### src/rtl/sg_pkg.sv
`timescale 1ns/1ps
package sg_pkg;
   localparam int SR_BYTE_W = 8;

   typedef enum logic [1:0] {
      PROT_NONE     = 2'b00,
      PROT_TOP_QTR  = 2'b01,
      PROT_TOP_HALF = 2'b10,
      PROT_ALL      = 2'b11
   } prot_code_e;

   function automatic logic [SR_BYTE_W-1:0] pack_status(input logic [1:0] bp,
                                                        input logic wel,
                                                        input logic wip);
      return {4'hF, bp, wel, wip};
   endfunction
endpackage

### src/rtl/sg_wel_latch.sv
`timescale 1ns/1ps
module sg_wel_latch (
   input  logic clk,
   input  logic rst_n,
   input  logic set_stb,
   input  logic clr_stb,
   input  logic wp_n,
   input  logic sr_exec,
   input  logic arr_exec,
   output logic wel
);
   logic clr_any;
   assign clr_any = clr_stb | ~wp_n | sr_exec | arr_exec;

   always_ff @(posedge clk or negedge rst_n) begin
      if (!rst_n)       wel <= 1'b0;
      else if (clr_any) wel <= 1'b0;
      else if (set_stb) wel <= 1'b1;
   end

   AST_WP_CLEARS_WEL: assert property (@(posedge clk) disable iff (!rst_n)
      !wp_n |=> !wel);
   AST_WEL_SET_SOURCE: assert property (@(posedge clk) disable iff (!rst_n)
      $rose(wel) |-> $past(set_stb));
endmodule

### src/rtl/sg_prot_decode.sv
`timescale 1ns/1ps
module sg_prot_decode #(
   parameter int ADDR_W    = 8,
   parameter int DEC_STYLE = 0
) (
   input  logic [1:0]        bp,
   input  logic [ADDR_W-1:0] addr,
   output logic              prot
);
   import sg_pkg::*;

   generate
      if (ADDR_W < 2) begin : g_bad_w
         $error("sg_prot_decode: ADDR_W must be at least 2");
      end
      if (DEC_STYLE == 0) begin : g_cmp
         localparam logic [ADDR_W:0] QTR     = (ADDR_W+1)'(1) << (ADDR_W-2);
         localparam logic [ADDR_W:0] LIM_QTR = QTR * 3;
         localparam logic [ADDR_W:0] LIM_HLF = QTR * 2;
         logic [ADDR_W:0] a_ext;
         assign a_ext = {1'b0, addr};
         always_comb begin
            unique case (prot_code_e'(bp))
               PROT_NONE:     prot = 1'b0;
               PROT_TOP_QTR:  prot = (a_ext >= LIM_QTR);
               PROT_TOP_HALF: prot = (a_ext >= LIM_HLF);
               default:       prot = 1'b1;
            endcase
         end
      end else if (DEC_STYLE == 1) begin : g_msb
         logic [1:0] top2;
         assign top2 = addr[ADDR_W-1 -: 2];
         always_comb begin
            unique case (prot_code_e'(bp))
               PROT_NONE:     prot = 1'b0;
               PROT_TOP_QTR:  prot = &top2;
               PROT_TOP_HALF: prot = top2[1];
               default:       prot = 1'b1;
            endcase
         end
      end else begin : g_bad_style
         $error("sg_prot_decode: DEC_STYLE must be 0 or 1");
      end
   endgenerate
endmodule

### src/rtl/sg_sr_capture.sv
`timescale 1ns/1ps
module sg_sr_capture #(
   parameter int         SR_W    = 8,
   parameter logic [1:0] BP_INIT = 2'b00
) (
   input  logic       clk,
   input  logic       rst_n,
   input  logic       bit_vld,
   input  logic       bit_in,
   input  logic       cs_rise,
   input  logic       wel,
   input  logic       busy,
   output logic [1:0] bp,
   output logic       pend,
   output logic       commit,
   output logic       sr_exec
);
   localparam int CNT_MAX = SR_W + 1;
   localparam int CNT_W   = $clog2(CNT_MAX + 1);
   localparam logic [CNT_W-1:0] CNT_FULL = CNT_W'(SR_W);
   localparam logic [CNT_W-1:0] CNT_SAT  = CNT_W'(CNT_MAX);

   generate
      if (SR_W < 4) begin : g_bad_w
         $error("sg_sr_capture: SR_W must be at least 4");
      end
   endgenerate

   logic [CNT_W-1:0] cnt_q;
   logic [3:0]       shf_q;
   logic [1:0]       staged_q;
   logic             saw_busy_q;
   logic             finish;
   logic [1:0]       bp_q = BP_INIT;

   assign sr_exec = cs_rise & (cnt_q == CNT_FULL) & wel & ~busy & ~pend;
   assign finish  = pend & saw_busy_q & ~busy;

   always_ff @(posedge clk or negedge rst_n) begin
      if (!rst_n) begin
         cnt_q <= '0;
         shf_q <= '0;
      end else begin
         if (cs_rise)
            cnt_q <= '0;
         else if (bit_vld && cnt_q != CNT_SAT)
            cnt_q <= cnt_q + 1'b1;
         if (bit_vld)
            shf_q <= {shf_q[2:0], bit_in};
      end
   end

   always_ff @(posedge clk or negedge rst_n) begin
      if (!rst_n) begin
         pend       <= 1'b0;
         saw_busy_q <= 1'b0;
         staged_q   <= '0;
         commit     <= 1'b0;
      end else begin
         commit <= sr_exec;
         if (sr_exec) begin
            pend       <= 1'b1;
            saw_busy_q <= 1'b0;
            staged_q   <= shf_q[3:2];
         end else if (pend) begin
            if (busy)   saw_busy_q <= 1'b1;
            if (finish) pend       <= 1'b0;
         end
      end
   end

   always_ff @(posedge clk) begin
      if (finish) bp_q <= staged_q;
   end
   assign bp = bp_q;

   AST_COMMIT_PULSE: assert property (@(posedge clk) disable iff (!rst_n)
      commit |=> !commit);
   AST_COMMIT_PENDING: assert property (@(posedge clk) disable iff (!rst_n)
      commit |-> pend);
   AST_BP_ONLY_ON_FINISH: assert property (@(posedge clk) disable iff (!rst_n)
      (bp_q != $past(bp_q)) |-> $past(pend));
endmodule

### src/rtl/stat_guard.sv
`timescale 1ns/1ps
module stat_guard #(
   parameter int         ADDR_W    = 8,
   parameter logic [1:0] BP_INIT   = 2'b00,
   parameter int         DEC_STYLE = 0
) (
   input  logic              clk,
   input  logic              rst_n,
   input  logic              wren_stb,
   input  logic              wrdi_stb,
   input  logic              wp_n,
   input  logic              sr_bit_vld,
   input  logic              sr_bit,
   input  logic              sr_cs_rise,
   input  logic              arr_wr_go,
   input  logic              prog_busy,
   input  logic [ADDR_W-1:0] cand_addr,
   output logic [7:0]        status_byte,
   output logic              wr_permit,
   output logic              sr_commit
);
   import sg_pkg::*;

   logic       wel, pend, wip, sr_exec, arr_exec, prot;
   logic [1:0] bp;

   assign wip      = prog_busy | pend;
   assign arr_exec = arr_wr_go & wel & ~wip;

   sg_wel_latch u_wel (
      .clk(clk), .rst_n(rst_n), .set_stb(wren_stb), .clr_stb(wrdi_stb),
      .wp_n(wp_n), .sr_exec(sr_exec), .arr_exec(arr_exec), .wel(wel)
   );

   sg_sr_capture #(.SR_W(SR_BYTE_W), .BP_INIT(BP_INIT)) u_cap (
      .clk(clk), .rst_n(rst_n), .bit_vld(sr_bit_vld), .bit_in(sr_bit),
      .cs_rise(sr_cs_rise), .wel(wel), .busy(prog_busy), .bp(bp),
      .pend(pend), .commit(sr_commit), .sr_exec(sr_exec)
   );

   sg_prot_decode #(.ADDR_W(ADDR_W), .DEC_STYLE(DEC_STYLE)) u_dec (
      .bp(bp), .addr(cand_addr), .prot(prot)
   );

   assign status_byte = pack_status(bp, wel, wip);
   assign wr_permit   = wel & ~wip & wp_n & ~prot;

   AST_PERMIT_GUARDED: assert property (@(posedge clk) disable iff (!rst_n)
      wr_permit |-> (!prot && !pend));
   AST_ARR_EXEC_CLEARS: assert property (@(posedge clk) disable iff (!rst_n)
      arr_exec |=> !wel);
   AST_COMMIT_NEEDS_IDLE: assert property (@(posedge clk) disable iff (!rst_n)
      sr_commit |-> ($past(wel) && !$past(prog_busy)));
endmodule

### config.mk
export PLATFORM = sky130hd
export DESIGN_NAME = stat_guard
export DESIGN_NICKNAME = d
export VERILOG_FILES = /design/src/rtl/sg_pkg.sv /design/src/rtl/sg_wel_latch.sv /design/src/rtl/sg_prot_decode.sv /design/src/rtl/sg_sr_capture.sv /design/src/rtl/stat_guard.sv
export SDC_FILE = /design/constraint.sdc
export NUM_CORES = 1
export LEC_CHECK = 0
export ABC_AREA = 1
export CORE_ASPECT_RATIO = 0.7
export CORE_UTILIZATION = 35
export DETAILED_ROUTE_END_ITERATION = 6
export DONT_BUFFER_PORTS = 1
export GPL_ROUTABILITY_DRIVEN = 0
export GPL_TIMING_DRIVEN = 0
export SYNTH_ARGS = -nofsm -noshare
export SYNTH_HDL_FRONTEND = slang
export SYNTH_HIERARCHICAL = 1
export SYNTH_SLANG_ARGS = --single-unit
### constraint.sdc
create_clock -name clk -period 3.15 [get_ports clk]
set_input_delay 0.4725 -clock clk [delete_from_list [all_inputs] [get_ports clk]]
set_output_delay 0.4725 -clock clk [all_outputs]
set_load 0.1 [all_outputs]
Word-level counts from Yosys, hierarchy flattened

Cells that the tools add are included.

Register bits after elaboration: 16
Output and inout bits: 10

Add/subtract/negate cells: 1
$lt $le $gt $ge: 2
Equal/unequal tests: 4
Multiplexer cells: 11
Bitwise gates (word level): 20
Reductions and logical operators: 7

Operators by type and width:

| cell                  | number |
|---|---|
| $ge A8 B8 Y1 const B  | 2 |
| $and A1 B1 Y1         | 11 |
| $mux W1               | 8 |
| $mux W4               | 2 |
| $reduce_bool A2 Y1    | 4 |
| $not A1 Y1            | 5 |
| $add A4 B1 Y4 const B | 1 |
| $eq A4 B4 Y1 const B  | 1 |
| $ne A4 B4 Y1 const B  | 1 |
| $or A1 B1 Y1          | 4 |
| $pmux W1 S3           | 1 |
| $eq A2 B1 Y1 const B  | 1 |
| $eq A2 B2 Y1 const B  | 1 |
| $logic_not A2 Y1      | 1 |
| $reduce_and A2 Y1     | 1 |
| $logic_and A1 B1 Y1   | 1 |

Logic depth before layout (Yosys ltp)

Depth after elaboration: 8
Mapped depth: 9

Modules after synthesis

Netlist, hierarchy kept.

Modules (own cells, without submodules):

| module         | instances | cells an instance | area each (µm²) | seq. area each (µm²) |
|---|---|---|---|---|
| sg_sr_capture  | 1         | 68                | 673.1           | 385.4 |
| stat_guard     | 1         | 15                | 81.3            | 0.0 |
| sg_wel_latch   | 1         | 9                 | 57.6            | 25.0 |
| sg_prot_decode | 1         | 3                 | 13.8            | 0.0 |

Worst setup path after synthesis

No wires, ideal clock.

Path kind: reg2out
Start: register u_cap.bp_q[0] (netlist: u_cap/bp[0])
End: output port wr_permit
Arrival: 2428 ps
Path slack: 249 ps
Cell stages (with the launch flop): 6
Buffers on the path: 0
Cell sequence: edfxtp_1 > o21ai_1 > nand2_1 > inv_1 > nand2_1 > nor2_1

Word-level cells in the longest chain between the ends: 4

Ends and longest elaborated chain:

| what                                       | RTL line             | RTL |
|---|---|---|
| from (decl)                                | sg_sr_capture.sv:34  | `logic [1:0] bp_q = BP_INIT;` |
| from (signal assigned)                     | sg_sr_capture.sv:73  | `if (finish) bp_q <= staged_q;` |
| $eq A2 B2 Y1, or another cell as far along | sg_prot_decode.sv:23 | `unique case (prot_code_e'(bp))` |
| $pmux W1 S3 (*)                            | sg_prot_decode.sv:23 |  |
| named net prot                             | stat_guard.sv:24     | `logic wel, pend, wip, sr_exec, arr_exec, prot;` |
| $not A1 Y1 (*)                             | stat_guard.sv:46     | `assign wr_permit = wel & ~wip & wp_n & ~prot;` |
| $and A1 B1 Y1 (*)                          | stat_guard.sv:46     |  |
| to (decl)                                  | stat_guard.sv:19     | `output logic wr_permit,` |

The timed path passes the listed nets; every way through them passes the cells marked *.

Worst setup path in the final report

Ends and elaborated chain as after synthesis.

==> metrics.txt <==
minimum clock period after layout 2.81 ns; synth warn 6; status completed; fin area 916 um2; largest family of logic cells by synthesized area simple AND/OR/NAND/NOR gates; Remaining DRCs 0; slowest cell on the critical path nor2_2; max-slew violations 0; share of post-route cells with drive strength above 1 a little under a quarter; diode count 0; clk buf depth 2; placed insts 130; register bit total from synthesis 16; H-tree Lvls 1; clock edge transition at the registers on the reported setup and hold paths 0.09 ns; TritonRoute pass-1 iters 4; first-pass GRT wire length 2070 um; Worst Path Required approximately 2.7 ns; Syn Area/Cell 8.69 um2; row count 14; Die Area between 2000 and 3000 um2; Max Clock Freq approximately 0.36 GHz; vias in the first global route just under 500; Starting Density 37.7%; leakage power around 0.45 nW; crit-path cells o21ai_1 > nand2_1 > inv_1 > nand2_1 > nor2_2; HP Class in2reg; CTS tree yes; Die Height about 43 um; Top delay family on crit path simple AND/OR/NAND/NOR gates; R2R Path Start u_cap/cnt_q[1]; cell repeated most along the worst path nand2_1; Via density ~4.3; crit path max fanout 3; total track usage around 12%; Detail Route Antenna Nets 0; PostCTS Resize Cnt 0; Post-CTS Setup Inserts 0; Compound-Gate Fraction of Synth Area about 4.2%; Critical Path Source Type register; Placement Cell Area between 800 and 900 um2; Post-Route Setup TNS 0 ns; Post-Route WL ~1300 um; Syn Inst Count 95; period utilization between 80% and 90%; Die X around 60 um; Clk Latency, worst-skew pair 0.28 ns; Routed WL per cell 9.80 um; Pwr Density 465 nW/um2; worst path bufs/invs 1; Setup violations, final 0; Nets 125; library cells used by synthesis 19; CP Class reg2out; number of port buffers 0; CORE AREA between 2000 and 2500 um2; CTS sink cnt 16; # IOs 28; top-area cell type share of the netlist area roughly 42%; clk root buf clkbuf_4; Hold Fails Final Rpt 0; Synth area leader dfrtp_1; initial detailed-routing violation count 8; fillers roughly 220; GRT overflow 0; most frequent cells in the layout nand2_1, dfrtp_1, inv_1, nand3_1; Worst Min Path Start sr_bit_vld; adder-cell area share of the yosys netlist under 10%; Synth Cell Area about 830 um2; max_cap viols 0; Slew @ Worst Pin approximately 1.1 ns; Arr. time, crit path 2.34 ns; Setup crit end kind output pin; HPWL after DPL about 1000 um; routed vias between 500 and 600; hold buffers post-CTS 1; mux share of post-synthesis cell area around 2.7%; initial antenna violation count 0; sequential share of the synthesized area between 40% and 50%; largest net degree at the start of global routing 15; Finished Core Util between 40% and 50%; largest vdd supply drop 0.228 mV; worst setup path start u_cap/bp[0]; RSZ-0062 raised after global routing false; most common cell after layout, fill and taps aside nand2_1; synthesis-to-finish area growth 10.9%; XOR/XNOR Fraction of Synth Area 0%; Setup Skew between 0.004 and 0.005 ns; total CTS buffers 3; simple-gate portion of the synthesized area 26.5%; final non-filler cell total between 100 and 150; top post-synthesis cells by area dfrtp_1, nand2_1, edfxtp_1, buf_4, ha_1; relative slew slack approximately 30%; crit-path max cell delay a little over 0.8 ns
-- report_power, final --
part / leakage [nW] / switching, W / internal (W)
clock network: 0.0154 / 0.0000611 / 0.0000460
registers: 0.199 / 0.0000169 / 0.000223
logic: 0.241 / 0.0000584 / 0.0000205
-- final timing paths --
| path | endpoint | slack (ns) | depth (start not counted) |
|---|---|---|---|
| min | u_cap/shf_q[2] | 0.27 | 1 |
| min in group asynchronous | u_cap/commit | 0.64 | 1 |
| min reg2reg | u_cap/bp[0] | 0.47 | 0 |
| max in group asynchronous | u_cap/shf_q[2] | 2.10 | 1 |
| max | wr_permit | 0.34 | 5 |
| max reg2reg | u_wel/wel | 1.80 | 9 |
-- Yosys cell counts (all sizes together) --
master,count
a21oi,2
buf,6
conb,1
dfrtp,14
edfxtp,2
ha,3
inv,14
mux2,2
nand2,25
nand3,7
nand4,3
nor2,9
nor3,1
o21ai,5
or2,1
-- state kept, by name, indices dropped and copies added (netlist names) --
signal            count
u_cap/commit          1
u_cap/shf_q           4
u_cap/bp              2
u_cap/staged_q        2
u_cap/saw_busy_q      1
u_cap/cnt_q           4
u_wel/wel             1
u_cap/pend            1
-- metrics by stage --
| stage | power (W) | hold WS [ns] | setup WS (ns) |
|---|---|---|---|
| floorplan | 0.000311 | 0.177 | 0.249 |
| global placement | 0.000317 | 0.177 | 0.209 |
| detailed placement | 0.000318 | 0.177 | 0.646 |
| CTS | 0.000433 | 0.253 | 0.316 |
| global route | 0.000451 | 0.242 | 0.212 |
| finish | 0.000426 | 0.266 | 0.338 |
-- layout make-up --
class | count | area (um2) | share of cell area [%]
clock inverter | 1 | 3.75 | 0.410
tap | 32 | 40.0 | 4.37
sequential | 16 | 410 | 44.8
buffer | 6 | 45.0 | 4.92
multi-input combinational | 62 | 332 | 36.2
timing repair buffer | 1 | 10.0 | 1.09
clock buffer | 3 | 22.5 | 2.46
inverter | 14 | 52.6 | 5.74
-- kinds of logic (layout without fill, tap and decap cells) --
logic type	after synthesis	in the layout
adder cells (fa/ha/maj)	3	3
other	1	4
multiplexers	2	2
AO/OA/AOI/OAI	7	7
flip-flops	16	16
buffers and inverters	20	25
AND/OR/NAND/NOR	46	46
-- routing by layer --
metal / global-route usage [%] / wire length [um] / vias to the layer above
met3: 7.10 / 95 / 0
met4: 2.79 / 0 / 0
met2: 17.3 / 556 / 20
li1: - / - / 305
met5: 0 / 0 / -
met1: 14.1 / 671 / 260
Note: power is estimated with default switching activity, not from simulation.
